### config.mk
export PLATFORM = sky130hd
export DESIGN_NAME = align_exc_detect
export DESIGN_NICKNAME = d
export VERILOG_FILES = /design/src/rtl/align_exc_pkg.sv /design/src/rtl/align_rule_eval.sv /design/src/rtl/align_prio_enc.sv /design/src/rtl/align_exc_detect.sv
export SDC_FILE = /design/constraint.sdc
export NUM_CORES = 1
export LEC_CHECK = 0
export ABC_AREA = 1
export BUFFER_PORTS_ARGS = -buffer_cell sky130_fd_sc_hd__buf_2
export CORE_AREA = 5 5 42 44
export CTS_BUF_LIST = sky130_fd_sc_hd__clkbuf_8
export DETAILED_ROUTE_END_ITERATION = 10
export DIE_AREA = 0 0 47 49
export PLACE_DENSITY = 0.79
export SLEW_MARGIN = 30
export SYNTH_ARGS = -nofsm -noshare
export SYNTH_HDL_FRONTEND = slang
export SYNTH_SLANG_ARGS = --single-unit
### constraint.sdc
create_clock -name clk_i -period 1.1 [get_ports clk_i]
set_clock_uncertainty 0.1 [all_clocks]
set_input_delay 0 -clock clk_i [delete_from_list [all_inputs] [get_ports clk_i]]
set_output_delay 0 -clock clk_i [all_outputs]
set_load 0.01 [all_outputs]
### src/rtl/align_exc_pkg.sv
package align_exc_pkg;
  localparam int OFS_W   = 3;
  localparam int RULE_N  = 7;
  localparam int CAUSE_W = $clog2(RULE_N + 1);

  typedef enum logic [2:0] {
    OP_ORD   = 3'd0,
    OP_FP    = 3'd1,
    OP_MULT  = 3'd2,
    OP_RSV   = 3'd3,
    OP_STR   = 3'd4,
    OP_ECW   = 3'd5,
    OP_BZERO = 3'd6,
    OP_NONE  = 3'd7
  } op_class_e;

  // cause code n corresponds to rule index n-1
  typedef enum logic [CAUSE_W-1:0] {
    CA_NONE     = 3'd0,
    CA_FP_MIS   = 3'd1,
    CA_WORD_MIS = 3'd2,
    CA_FP_DSEG  = 3'd3,
    CA_CROSS    = 3'd4,
    CA_ECW_MIS  = 3'd5,
    CA_LE_MULTI = 3'd6,
    CA_BZ_ATTR  = 3'd7
  } cause_e;
endpackage

### src/rtl/align_rule_eval.sv
module align_rule_eval
  import align_exc_pkg::*;
(
  input  logic [2:0]       op_class_i,
  input  logic [OFS_W-1:0] addr_ofs_i,
  input  logic [1:0]       size_i,
  input  logic             dir_seg_i,
  input  logic             cross_dseg_i,
  input  logic             cross_prot_i,
  input  logic             wr_thru_i,
  input  logic             cache_inh_i,
  input  logic             little_end_i,
  output logic [RULE_N-1:0] hit_o
);
  op_class_e  op;
  logic       word_mis;
  logic       nat_mis;
  logic [3:0] nat_span;
  logic       is_fp, is_mult, is_rsv, is_str, is_ecw, is_bz, is_ord;

  assign op       = op_class_e'(op_class_i);
  assign is_ord   = (op == OP_ORD);
  assign is_fp    = (op == OP_FP);
  assign is_mult  = (op == OP_MULT);
  assign is_rsv   = (op == OP_RSV);
  assign is_str   = (op == OP_STR);
  assign is_ecw   = (op == OP_ECW);
  assign is_bz    = (op == OP_BZERO);

  assign word_mis = |addr_ofs_i[1:0];
  // natural alignment mask for 1/2/4/8-byte operands
  assign nat_span = (4'd1 << size_i) - 4'd1;
  assign nat_mis  = |(addr_ofs_i & nat_span[OFS_W-1:0]);

  always_comb begin
    hit_o    = '0;
    hit_o[0] = is_fp && word_mis;
    hit_o[1] = (is_mult && word_mis) || (is_rsv && nat_mis);
    hit_o[2] = is_fp && dir_seg_i;
    hit_o[3] = (is_ord || is_fp || is_mult || is_str) && (cross_dseg_i || cross_prot_i);
    hit_o[4] = is_ecw && word_mis;
    hit_o[5] = little_end_i && (is_mult || is_str);
    hit_o[6] = is_bz && (wr_thru_i || cache_inh_i);
  end
endmodule

### src/rtl/align_prio_enc.sv
module align_prio_enc #(
  parameter int N = 7,
  parameter int W = $clog2(N + 1)
) (
  input  logic [N-1:0] hit_i,
  output logic [W-1:0] code_o
);
  // lowest index wins; code = index + 1, 0 means no hit
  always_comb begin
    code_o = '0;
    for (int i = N - 1; i >= 0; i--) begin
      if (hit_i[i]) code_o = W'(i + 1);
    end
  end
endmodule

### src/rtl/align_exc_detect.sv
module align_exc_detect
  import align_exc_pkg::*;
#(
  parameter int               VEC_W   = 20,
  parameter logic [VEC_W-1:0] VEC_OFF = VEC_W'(20'h00600)
) (
  input  logic               clk_i,
  input  logic               rst_ni,
  input  logic               valid_i,
  input  logic [2:0]         op_class_i,
  input  logic [OFS_W-1:0]   addr_ofs_i,
  input  logic [1:0]         size_i,
  input  logic               dir_seg_i,
  input  logic               cross_dseg_i,
  input  logic               cross_prot_i,
  input  logic               wr_thru_i,
  input  logic               cache_inh_i,
  input  logic               little_end_i,
  output logic               exc_o,
  output logic [VEC_W-1:0]   vec_o,
  output logic [CAUSE_W-1:0] cause_o
);
  logic [RULE_N-1:0]  hit;
  logic [CAUSE_W-1:0] code;

  align_rule_eval u_rules (
    .op_class_i   (op_class_i),
    .addr_ofs_i   (addr_ofs_i),
    .size_i       (size_i),
    .dir_seg_i    (dir_seg_i),
    .cross_dseg_i (cross_dseg_i),
    .cross_prot_i (cross_prot_i),
    .wr_thru_i    (wr_thru_i),
    .cache_inh_i  (cache_inh_i),
    .little_end_i (little_end_i),
    .hit_o        (hit)
  );

  align_prio_enc #(.N(RULE_N), .W(CAUSE_W)) u_prio (
    .hit_i  (hit),
    .code_o (code)
  );

  always_ff @(posedge clk_i or negedge rst_ni) begin
    if (!rst_ni) begin
      exc_o   <= 1'b0;
      cause_o <= '0;
      vec_o   <= '0;
    end else if (valid_i && (code != '0)) begin
      exc_o   <= 1'b1;
      cause_o <= code;
      vec_o   <= VEC_OFF;
    end else begin
      exc_o   <= 1'b0;
      cause_o <= '0;
      vec_o   <= '0;
    end
  end
endmodule

After elaboration in Yosys (flattened, before gate mapping)
Cells that the tools add are included.
Operators by class
  multiplexer cells: 10
  shifts and indexed selects: 1
  reduce and logical (&&, ||, !) cells: 20
  bitwise logic cells: 1
  equality and inequality tests: 6
  $add $sub $neg: 1
Operator list (number)
  3-bit two-way mux: 8
  11-bit two-way mux: 1
  3-bit == test (second input constant): 3
  1-bit logical AND: 9
  1-bit logical OR: 7
  3-bit by 2-bit == test with 1-bit output (second input constant): 2
  3-bit bitwise AND: 1
  3-bit by 1-bit == test with 1-bit output (second input constant): 1
  3-bit logical NOT: 1
  3-bit nonzero test: 1
  3-bit OR reduction: 1
  1-bit by 2-bit left shift with 3-bit output (first input constant): 1
  3-bit by 1-bit subtractor with 3-bit output (second input constant): 1
  2-bit OR reduction: 1
  1-bit two-way mux: 1
Word-level totals
  input bits: 17
  flip-flop bits (word level): 24
  logic and storage cells: 42
  output and inout port bits: 24

Longest topological paths before layout
Gate-level depths: netlist of the first run.
  depth after elaboration: 12
  depth in mapped cells: 11
  gate-level depth less buffers: 11

Modules after synthesis
From an unflattened synthesis of the first run, not the netlist that was laid out.
Second synthesis, totals
  cells, all modules: 85
  area, all modules: 520.5 µm²
By module, submodules not included
  align_exc_detect: sequential area each 100.1 µm², cells an instance 36, instances 1, area an instance 300.3 µm²
  align_rule_eval: sequential area each 0.0 µm², cells an instance 31, instances 1, area an instance 137.6 µm²
  align_prio_enc: sequential area each 0.0 µm², cells an instance 18, instances 1, area an instance 82.6 µm²

Least setup slack after synthesis of the first run
Ideal clock, no wire load.
  path kind: input port to flip-flop
  from: input port cache_inh_i
  to: register cause_o[1]
  setup slack: 0.106 ns
  arrival: 0.773 ns
  cell stages on the path: 7
  setup time: 0.121 ns
  required time: 0.879 ns
  path buffers: 0
  path through: or2_2 > nand3_1 > nand2_1 > o21bai_1 > nand4_1 > nand2_1 > nor2_1
Between the ends
  longest elaborated chain between the ends: 12
RTL lines
  start, declared: line align_exc_detect.sv:17  | input logic cache_inh_i,
  1-bit logical OR *: line align_rule_eval.sv:43  | hit_o[6] = is_bz && (wr_thru_i || cache_inh_i);
  1-bit logical AND *: line align_rule_eval.sv:43
  3-bit two-way mux * (7 in a row): line align_prio_enc.sv:12  | if (hit_i[i]) code_o = W'(i + 1);
  3-bit nonzero test: line align_exc_detect.sv:49  | end else if (valid_i && (code != '0)) begin
  1-bit logical AND: line align_exc_detect.sv:49
  3-bit two-way mux *: line align_exc_detect.sv:49
  end signal, assigned: line align_exc_detect.sv:51  | cause_o <= code;
  end, declared: line align_exc_detect.sv:21  | output logic [CAUSE_W-1:0] cause_o
Mark *: on every way between the ends. The rest lies on a longest branch, timed or not.

Final worst setup path of the first run
Same ends and word-level chain as after synthesis.

==> summary.txt, run 1 <==
M2 GR Usage -> 0.147
Min setup slack post-route -> 0.156 ns
Yosys top cell area share -> 0.330
Most frequent cells in the layout -> buf_2 (22), conb_1 (18), nand2_1 (15)
Crit. path cell count -> 8
Worst hold-check slack -> 0.0161 ns
CP delay by family, top -> simple AND/OR/NAND/NOR gates
Setup tns final -> 0 ns
Post-Synth XOR/XNOR Area -> 0
CP max stage delay -> 0.29 ns
Cell Area, Synth -> 455 sq um
Setup Fix Bufs, Post-CTS -> 0
Fmax -> 1060 MHz
Final GP Congestion -> 0.694
CTS Buf Count -> 3
Congestion Overflow GR -> 0
Status -> finished clean
Via Count -> 442
Largest cells by area after synthesis -> buf_4 (33%), dfrtp_1 (22%), nand2_1 (12%), nand3_1 (7.7%), nor2_1 (7.4%)
Post-synthesis adder-cell area fraction -> 0
Largest family of logic cells by synthesized area -> buffers and inverters
Crit. Startpoint -> cache_inh_i
Num Clock Sinks -> 4
Slew Limit Fails -> 0
CP Data Required Time -> 1.10 ns
Antenna Nets Post-Route -> 0
Final worst-path cycle share -> 0.858
Fin area -> 576 sq um
Initial DRC Count -> 3
Core footprint -> 1400 sq um
Most used cell, CP -> nand2_1
Hold crit path type -> in -> async
Yosys Warn Count -> 0
Crit Path Class -> in -> reg
Syn-to-layout area delta -> 26.4%
Via count of the first global-routing pass -> 418
CTS tree -> built
Commonest non-fill, non-tap cell in the layout -> buf_2
Drt drc -> 0
Worst Setup EP -> cause_o[1]
Post-synthesis mux area share -> 0
Die area -> 2300 sq um
Sequential Area -> 100 sq um
Layout net count -> 117
Synth Area in Simple Gates -> 0.316
Worst setup SP type -> input port
Register area share after synthesis -> 0.220
First-pass iteration count of the detailed router -> 2
I/O Buffers -> 22
Final setup fails -> 0
Fillcell total -> 166
H-tree Lvls -> 1
First-pass GRT wire length -> 1.54 mm
PwrDens -> 1130 nW/um^2
Area taken by multi-input logic gates -> 239 sq um
Clk slew on worst S/H paths -> 0.03 ns
Io pins -> 41
Lkg Pwr -> 0.373 nW
Post-DP Area -> 514 sq um
Total track usage -> 0.0910
Max clock buf depth -> 2
FF+latch count, synth -> 4
Critical path fanouts, max -> 3
Core Util, Final -> 0.411
Worst Path Arrival -> 0.94 ns
Diode count -> 0
Die height -> 49 um
Detail-routed via count per cell -> 3.88
Gr busiest metal -> met2
Total length of routed wires -> 916 um
Max cap viols -> 0
Met3 GRT Util -> 0.0369
RSZ-0062 raised after global routing -> no
WL/cell -> 8.04 um
Slowest-stage cell, CP -> or2_2
Synth unique cells -> 13
Root Buffer -> clkbuf_8
Peak VDD IR -> 0.390 mV
Initial antenna violation count -> 0
Pre-CTS setup slack -> -0.0735 ns
Final hold violation count -> 0
Met1 Use GR -> 0.0927
Largest net degree at the start of global routing -> 6
Site Rows -> 14
Detailed Place HPWL -> 814 um
Die X -> 47 um
Share of cells above drive strength 1 -> 0.296
Endpoint type of the worst setup path -> flop
Initial Utilization -> 0.325
Synth Area in Compound Gates -> 0.0604
Syn avg cell area -> 6.33 sq um
Minimum clock period -> 0.944 ns
Syn Inst Count -> 72
Largest area contributor in the netlist -> buf_4
Cell Chain, Critical Path -> buf_2 > or2_2 > nand3_1 > nand2_1 > o21bai_1 > nand4_1 > nand2_1 > nor2_1
Buf+Inv Stages, Crit Path -> 1
flip-flops by register name (all words and copies together) (netlist names):
name,count
cause_o,3
vec_o,1
logic make-up after synthesis:
logic type / Yosys count
buffers and inverters: 28
AND/OR/NAND/NOR: 34
flip-flops: 4
AO/OA/AOI/OAI: 5
other: 1
stage by stage:
step | power (mW) | std cells
floorplan | 0.326 | 89
global placement | 0.335 | 109
detailed placement | 0.340 | 109
CTS | 0.661 | 114
global route | 0.697 | 114
finish | 0.648 | 114
routing by layer:
layer  vias to the layer above  routed length (um)
met2                        25                 460
met1                       182                 308
li1                        235                   -
met4                         0                   0
met3                         0                 146
met5                         -                   0
synthesized netlist by cell type:
cell type / instances
buf_4: 20
nand2_1: 15
nor2_1: 9
inv_1: 7
nand3_1: 7
dfrtp_1: 4
o21ai_0: 4
conb_1: 1
inv_2: 1
nand4_1: 1
o21bai_1: 1
or2_0: 1
or2_2: 1
report_power, final:
group          switching [mW]  internal [mW]  leakage (nW)  total (mW)
Clock                  0.0707          0.233        0.0216       0.304
Combinational           0.107         0.0724         0.299       0.180
Sequential            0.00361          0.161        0.0524       0.165
worst min-delay path by stage:
stage | from | end | slack, ns
global route | rst_ni | cause_o[0] | 0.03
detailed placement | rst_ni | cause_o[0] | -0.29
CTS | rst_ni | cause_o[0] | 0.01
floorplan | rst_ni | cause_o[0] | -0.40
finish | rst_ni | cause_o[0] | 0.02
global placement | rst_ni | cause_o[2] | -0.30
final cells by class:
cell class | count | area share
Sequential cell | 4 | 0.174
Timing Repair Buffer | 26 | 0.252
Inverter | 8 | 0.0522
Clock buffer | 3 | 0.0717
Multi-Input combinational cell | 57 | 0.415
Tap cell | 16 | 0.0348
repair_timing:
action | in CTS | in global routing
endpoints found under the setup margin | 0 | 2
resized for setup | 0 | 1
hold buffers | 2 | 0
hold endpoints to repair | 8 | 0
(Power assumes the default switching activity.)
==> run 2: changes to the inputs <==
- RECOVER_POWER: unset -> 50
==> run 2 against run 1 <==
  * Clock power hardly changed
  * Clock-buffer cell count stayed put
  * First-iteration DRC count stayed put
  * Worst setup slack stayed put
  * Final cell count stayed put
  * Critical endpoint unchanged
  * Sequential share of layout area is 0.11 points higher
  * Wire length is 0.22% higher
  * Core utilization is 0.27 points lower
  * Flip-flop and latch count stayed put
  * Highest routed layer unchanged
==> summary.txt, run 2 (synthesized netlist as in run 1, its figures left out) <==
Final hold violation count -> 0 (unchanged)
Site Rows -> 14 (unchanged)
PwrDens -> 1130 nW/um^2 (about the same)
Max reg flops -> 3 (unchanged)
Initial Utilization -> 0.325 (unchanged)
Min setup slack post-route -> 0.156 ns (unchanged)
Worst setup SP type -> input port (unchanged)
Detail-routed via count per cell -> 3.88 (unchanged)
Io pins -> 41 (unchanged)
Share of total power in combinational logic -> 0.275 (was 0.277)
I/O Buffers -> 22 (unchanged)
Die X -> 47 um (unchanged)
Core footprint -> 1400 sq um (unchanged)
Max cap viols -> 0 (unchanged)
Final worst-path cycle share -> 0.858 (unchanged)
Critical path fanouts, max -> 3 (unchanged)
Sequential Area -> 100 sq um (unchanged)
Antenna Nets Post-Route -> 0 (unchanged)
Via count of the first global-routing pass -> 418 (unchanged)
Die area -> 2300 sq um (unchanged)
Buf+Inv Stages, Crit Path -> 1 (unchanged)
Most frequent cells in the layout -> buf_2 (19), conb_1 (18), nand2_1 (15) (was buf_2 (22), conb_1 (18), nand2_1 (15))
Detailed Place HPWL -> 814 um (unchanged)
Setup Fix Bufs, Post-CTS -> 0 (unchanged)
Fmax -> 1060 MHz (unchanged)
Pre-CTS setup slack -> -0.0735 ns (unchanged)
CP Data Required Time -> 1.10 ns (about the same)
Dpl cells -> 109 (unchanged)
First-pass GRT wire length -> 1.54 mm (unchanged)
Worst Path Arrival -> 0.94 ns (about the same)
Total power -> 646 uW (was 648 uW)
Peak VDD IR -> 0.389 mV (was 0.390 mV)
Sw Pwr -> 182 uW (about the same)
CP delay by family, top -> simple AND/OR/NAND/NOR gates (unchanged)
Largest regs -> cause_o: 3 flops, vec_o: 1 flops (unchanged)
Die height -> 49 um (unchanged)
Sw Ratio -> 0.282 (was 0.280)
Total track usage -> 0.0910 (unchanged)
Commonest non-fill, non-tap cell in the layout -> buf_2 (unchanged)
First-pass iteration count of the detailed router -> 2 (unchanged)
Endpoint type of the worst setup path -> flop (unchanged)
Cell Chain, Critical Path -> buf_2 > or2_2 > nand3_1 > nand2_1 > o21bai_1 > nand4_1 > nand2_1 > nor2_1 (unchanged)
Crit Path Class -> in -> reg (unchanged)
Most used cell, CP -> nand2_1 (unchanged)
Slew Limit Fails -> 0 (unchanged)
CTS Buf Count -> 3 (unchanged)
Area taken by multi-input logic gates -> 239 sq um (unchanged)
Seq pwr share -> 0.255 (was 0.254)
RSZ-0062 raised after global routing -> no (unchanged)
WL/cell -> 8.05 um (was 8.04 um)
Layout net count -> 117 (unchanged)
Congestion Overflow GR -> 0 (unchanged)
Final setup fails -> 0 (unchanged)
Fillcell total -> 169 (was 166)
Initial DRC Count -> 3 (unchanged)
Internal power -> 464 uW (was 466 uW)
Num Clock Sinks -> 4 (unchanged)
Post-Layout Cell Count -> 114 (unchanged)
Total length of routed wires -> 918 um (was 916 um)
Reg with most FFs -> cause_o (unchanged)
Initial antenna violation count -> 0 (unchanged)
Final GP Congestion -> 0.694 (unchanged)
Lkg Pwr -> 0.362 nW (was 0.373 nW)
Max clock buf depth -> 2 (unchanged)
Minimum clock period -> 0.944 ns (unchanged)
Clk slew on worst S/H paths -> 0.03 ns (about the same)
Clk pwr share -> 0.470 (was 0.468)
CP max stage delay -> 0.29 ns (about the same)
H-tree Lvls -> 1 (unchanged)
Largest net degree at the start of global routing -> 6 (unchanged)
Syn-to-layout area delta -> 25.5% (was 26.4%)
Slowest-stage cell, CP -> or2_2 (unchanged)
CTS tree -> built (unchanged)
Status -> finished clean (unchanged)
Share of cells above drive strength 1 -> 0.265 (was 0.296)
Drt drc -> 0 (unchanged)
Hold crit path type -> in -> async (unchanged)
Diode count -> 0 (unchanged)
Root Buffer -> clkbuf_8 (unchanged)
Via Count -> 442 (unchanged)
==> run 2: cell types whose count changed in the layout (fill, tap and decap cells not counted), sizes merged <==
cell,delta
buf,-3
clkbuf,+3
==> run 2: final cells by class <==
type | instances | share of cell area
Multi-Input combinational cell | 57 | 0.418
Timing Repair Buffer | 26 | 0.247
Sequential cell | 4 | 0.175
Clock buffer | 3 | 0.0722
Inverter | 8 | 0.0525
Tap cell | 16 | 0.0350
==> run 2: layer usage <==
| metal | GRT usage | wire, um | vias up |
|---|---|---|---|
| met4 | 0.0553 | 0 | 0 |
| met2 | 0.147 | 460 | 25 |
| li1 | - | - | 235 |
| met1 | 0.0927 | 309 | 182 |
| met5 | 0 | 0 | - |
| met3 | 0.0369 | 148 | 0 |
==> run 2: timing repair <==
action / CTS / global route
hold buffers: 2 / 0
gates resized for setup: 0 / 1
hold endpoints to repair: 8 / 0
setup endpoints to repair: 0 / 2
==> run 2: power by group through the flow <==
stage | Sequential (mW) | Combinational (mW) | Clock, mW
detailed placement | 0.167 | 0.173 | 0
global route | 0.166 | 0.206 | 0.324
global placement | 0.166 | 0.169 | 0
finish | 0.165 | 0.178 | 0.304
floorplan | 0.175 | 0.151 | 0
CTS | 0.165 | 0.179 | 0.317
==> run 2: stage by stage <==
step | instance area, sq um | hold WS, ns | setup TNS (ns) | utilization
finish | 572 | 0.0392 | 0 | 0.408
global route | 572 | 0.0761 | 0 | 0.408
global placement | 514 | -0.296 | -0.0991 | 0.367
CTS | 576 | 0.0120 | 0 | 0.411
floorplan | 519 | -0.396 | 0 | -
detailed placement | 514 | -0.292 | -0.215 | 0.367
==> run 2: worst max-delay path by stage <==
stage | start | to | slack (ns) | cells after the start
after global placement | cache_inh_i | cause_o[1] | -0.03 | 8
after global routing | cache_inh_i | vec_o[9] | 0.007 | 8
after detailed placement | cache_inh_i | cause_o[1] | -0.07 | 8
after floorplan | cache_inh_i | cause_o[1] | 0.11 | 7
final | cache_inh_i | cause_o[1] | 0.16 | 8
after CTS | cache_inh_i | cause_o[1] | 0.15 | 8
==> run 3: changes to the inputs <==
- ABC_AREA: 1 -> unset
- PLACE_DENSITY: 0.79 -> 0.82
==> run 3 against run 2 <==
  * Critical path depth is 2 lower
  * Cell area increased by 13%
  * Critical endpoint is now cause_o[2]
  * Power up 1.1%
==> summary.txt, run 3 <==
Endpoint type of the worst setup path -> flop (unchanged)
Core footprint -> 1400 sq um (unchanged)
Drt drc -> 0 (unchanged)
Setup Fix Bufs, Post-CTS -> 0 (unchanged)
Antenna Nets Post-Route -> 0 (unchanged)
Synth Area in Compound Gates -> 0.220 (was 0.0604)
Leading cell types by count after synthesis -> buf_4 (20), nor2_1 (5), dfrtp_1 (4) (was buf_4 (20), nand2_1 (15), nor2_1 (9))
Via count of the first global-routing pass -> 434 (was 418)
Hold crit path type -> in -> async (unchanged)
Layout net count -> 111 (was 117)
I/O Buffers -> 22 (unchanged)
Pre-CTS setup slack -> -0.109 ns (was -0.0735 ns)
Register area share after synthesis -> 0.207 (was 0.220)
Clk pwr share -> 0.448 (was 0.470)
Post-synthesis mux area share -> 0 (unchanged)
Sw Ratio -> 0.270 (was 0.282)
Most frequent cells in the layout -> conb_1 (18), buf_2 (18), buf_4 (8) (was buf_2 (19), conb_1 (18), nand2_1 (15))
Post-Synth XOR/XNOR Area -> 0 (unchanged)
Yosys top cell area share -> 0.310 (was 0.330)
Largest area contributor in the netlist -> buf_4 (unchanged)
Die area -> 2300 sq um (unchanged)
Largest cells by area after synthesis -> buf_4 (31%), dfrtp_1 (21%), a2111oi_4 (5.7%), nor2_1 (3.9%), a21oi_1 (3.1%) (was buf_4 (33%), dfrtp_1 (22%), nand2_1 (12%), nand3_1 (7.7%), nor2_1 (7.4%))
Root Buffer -> clkbuf_8 (unchanged)
Synth Area in Simple Gates -> 0.240 (was 0.316)
Max cap viols -> 0 (unchanged)
Internal power -> 477 uW (was 464 uW)
Worst hold-check slack -> 0.0469 ns (was 0.0392 ns)
Min setup slack post-route -> 0.107 ns (was 0.156 ns)
Post-synth EDFFs -> 0 (unchanged)
Post-Layout Cell Count -> 108 (was 114)
Initial antenna violation count -> 0 (unchanged)
Hold_buf cts -> 2 (unchanged)
H-tree Lvls -> 1 (unchanged)
Critical path fanouts, max -> 2 (was 3)
Crit Path Class -> in -> reg (unchanged)
Worst Path Arrival -> 0.97 ns (was 0.94 ns)
Detail-routed via count per cell -> 4.40 (was 3.88)
Final worst-path cycle share -> 0.903 (was 0.858)
Initial DRC Count -> 5 (was 3)
Syn-to-layout area delta -> 33.1% (was 25.5%)
Largest net degree at the start of global routing -> 8 (was 6)
CTS tree -> built (unchanged)
Sw Pwr -> 176 uW (was 182 uW)
Via Count -> 475 (was 442)
Initial Utilization -> 0.346 (was 0.325)
Max clock buf depth -> 2 (unchanged)
Slew Limit Fails -> 0 (unchanged)
Fillcell total -> 147 (was 169)
Worst setup SP type -> input port (unchanged)
CP Data Required Time -> 1.08 ns (was 1.10 ns)
FF+latch count, synth -> 4 (unchanged)
CTS Buf Count -> 3 (unchanged)
Clk slew on worst S/H paths -> 0.03 ns (about the same)
RSZ-0062 raised after global routing -> no (unchanged)
PwrDens -> 1010 nW/um^2 (was 1130 nW/um^2)
Io pins -> 41 (unchanged)
Share of cells above drive strength 1 -> 0.370 (was 0.265)
WL/cell -> 9.81 um (was 8.05 um)
Minimum clock period -> 0.993 ns (was 0.944 ns)
First-pass GRT wire length -> 1.66 mm (was 1.54 mm)
Final setup fails -> 0 (unchanged)
Share of total power in combinational logic -> 0.301 (was 0.275)
Post_cts resized -> 0 (unchanged)
Congestion Overflow GR -> 0 (unchanged)
Status -> finished clean (unchanged)
Count leader, synth -> buf_4 (unchanged)
Die height -> 49 um (unchanged)
Post-synthesis adder-cell area fraction -> 0 (unchanged)
Yosys Warn Count -> 0 (unchanged)
Total track usage -> 0.0939 (was 0.0910)
Cell Area, Synth -> 484 sq um (was 455 sq um)
Site Rows -> 14 (unchanged)
Final GP Congestion -> 0.818 (was 0.694)
Detailed Place HPWL -> 935 um (was 814 um)
First-pass iteration count of the detailed router -> 4 (was 2)
Syn avg cell area -> 8.07 sq um (was 6.33 sq um)
Fraction of registers with async set/reset -> 1.00 (unchanged)
Total length of routed wires -> 1.06 mm (was 918 um)
Dpl cells -> 103 (was 109)
Largest regs -> cause_o: 3 flops, vec_o: 1 flops (unchanged)
Die X -> 47 um (unchanged)
Syn Inst Count -> 60 (was 72)
Seq pwr share -> 0.251 (was 0.255)
Reg with most FFs -> cause_o (unchanged)
Synth Flop Type -> dfrtp_1 (unchanged)
Synth unique cells -> 26 (was 13)
Final hold violation count -> 0 (unchanged)
Diode count -> 0 (unchanged)
Largest family of logic cells by synthesized area -> buffers and inverters (unchanged)
Peak VDD IR -> 0.329 mV (was 0.389 mV)
Lkg Pwr -> 0.322 nW (was 0.362 nW)
Fmax -> 1010 MHz (was 1060 MHz)
Max reg flops -> 3 (unchanged)
Num Clock Sinks -> 4 (unchanged)
-- run 3: logic make-up (layout without fill, tap and decap cells) --
group	after synthesis	count (layout)
and+or+nand+nor	20	20
buffers and inverters	22	37
AOI/OAI and AO/OA	13	13
DFF	4	4
other	1	18
-- run 3: area by class of cell --
type,instances,area [sq um],area share
inverter,2,7.51,0.0117
multi-input combinational,51,290,0.450
sequential,4,100,0.155
tap,16,20.0,0.0311
clock buffer,3,41.3,0.0641
timing repair buffer,32,185,0.287
-- run 3: power by group through the flow --
| stage | Combinational [mW] | Sequential, mW | Clock (mW) |
|---|---|---|---|
| CTS | 0.198 | 0.164 | 0.300 |
| detailed placement | 0.192 | 0.166 | 0 |
| finish | 0.196 | 0.164 | 0.293 |
| global route | 0.219 | 0.166 | 0.313 |
| global placement | 0.189 | 0.165 | 0 |
| floorplan | 0.147 | 0.173 | 0 |
-- run 3: critical path: stages --
cell     delay (ns)
buf_2          0.10
nor2_1         0.09
nor2_1         0.05
or4_1          0.40
a31oi_1        0.25
nor3_1         0.08
-- run 3: through the flow --
step                       util  TNS, ns  power, mW  area (sq um)
after global placement    0.420   -0.227      0.354           588
after CTS                 0.463        0      0.662           649
after global routing      0.460        0      0.698           644
after floorplan               -        0      0.320           548
final                     0.460        0      0.653           644
after detailed placement  0.420   -0.303      0.358           588
-- run 3: worst paths after layout --
check,start,end,slack [ns],cells past startpoint
max in group asynchronous,rst_ni,cause_o[1],0.68,2
setup / recovery,cache_inh_i,cause_o[2],0.11,6
hold / removal,rst_ni,cause_o[2],0.05,2
min in group clk_i,op_class_i[2],cause_o[2],0.09,3
-- run 3: routing by layer --
metal / up-vias / wire length [um] / GRT usage
met5: - / 0 / 0
met3: 0 / 185 / 0.0369
met2: 36 / 443 / 0.143
met1: 202 / 431 / 0.119
li1: 237 / - / -
met4: 0 / 0 / 0.0276
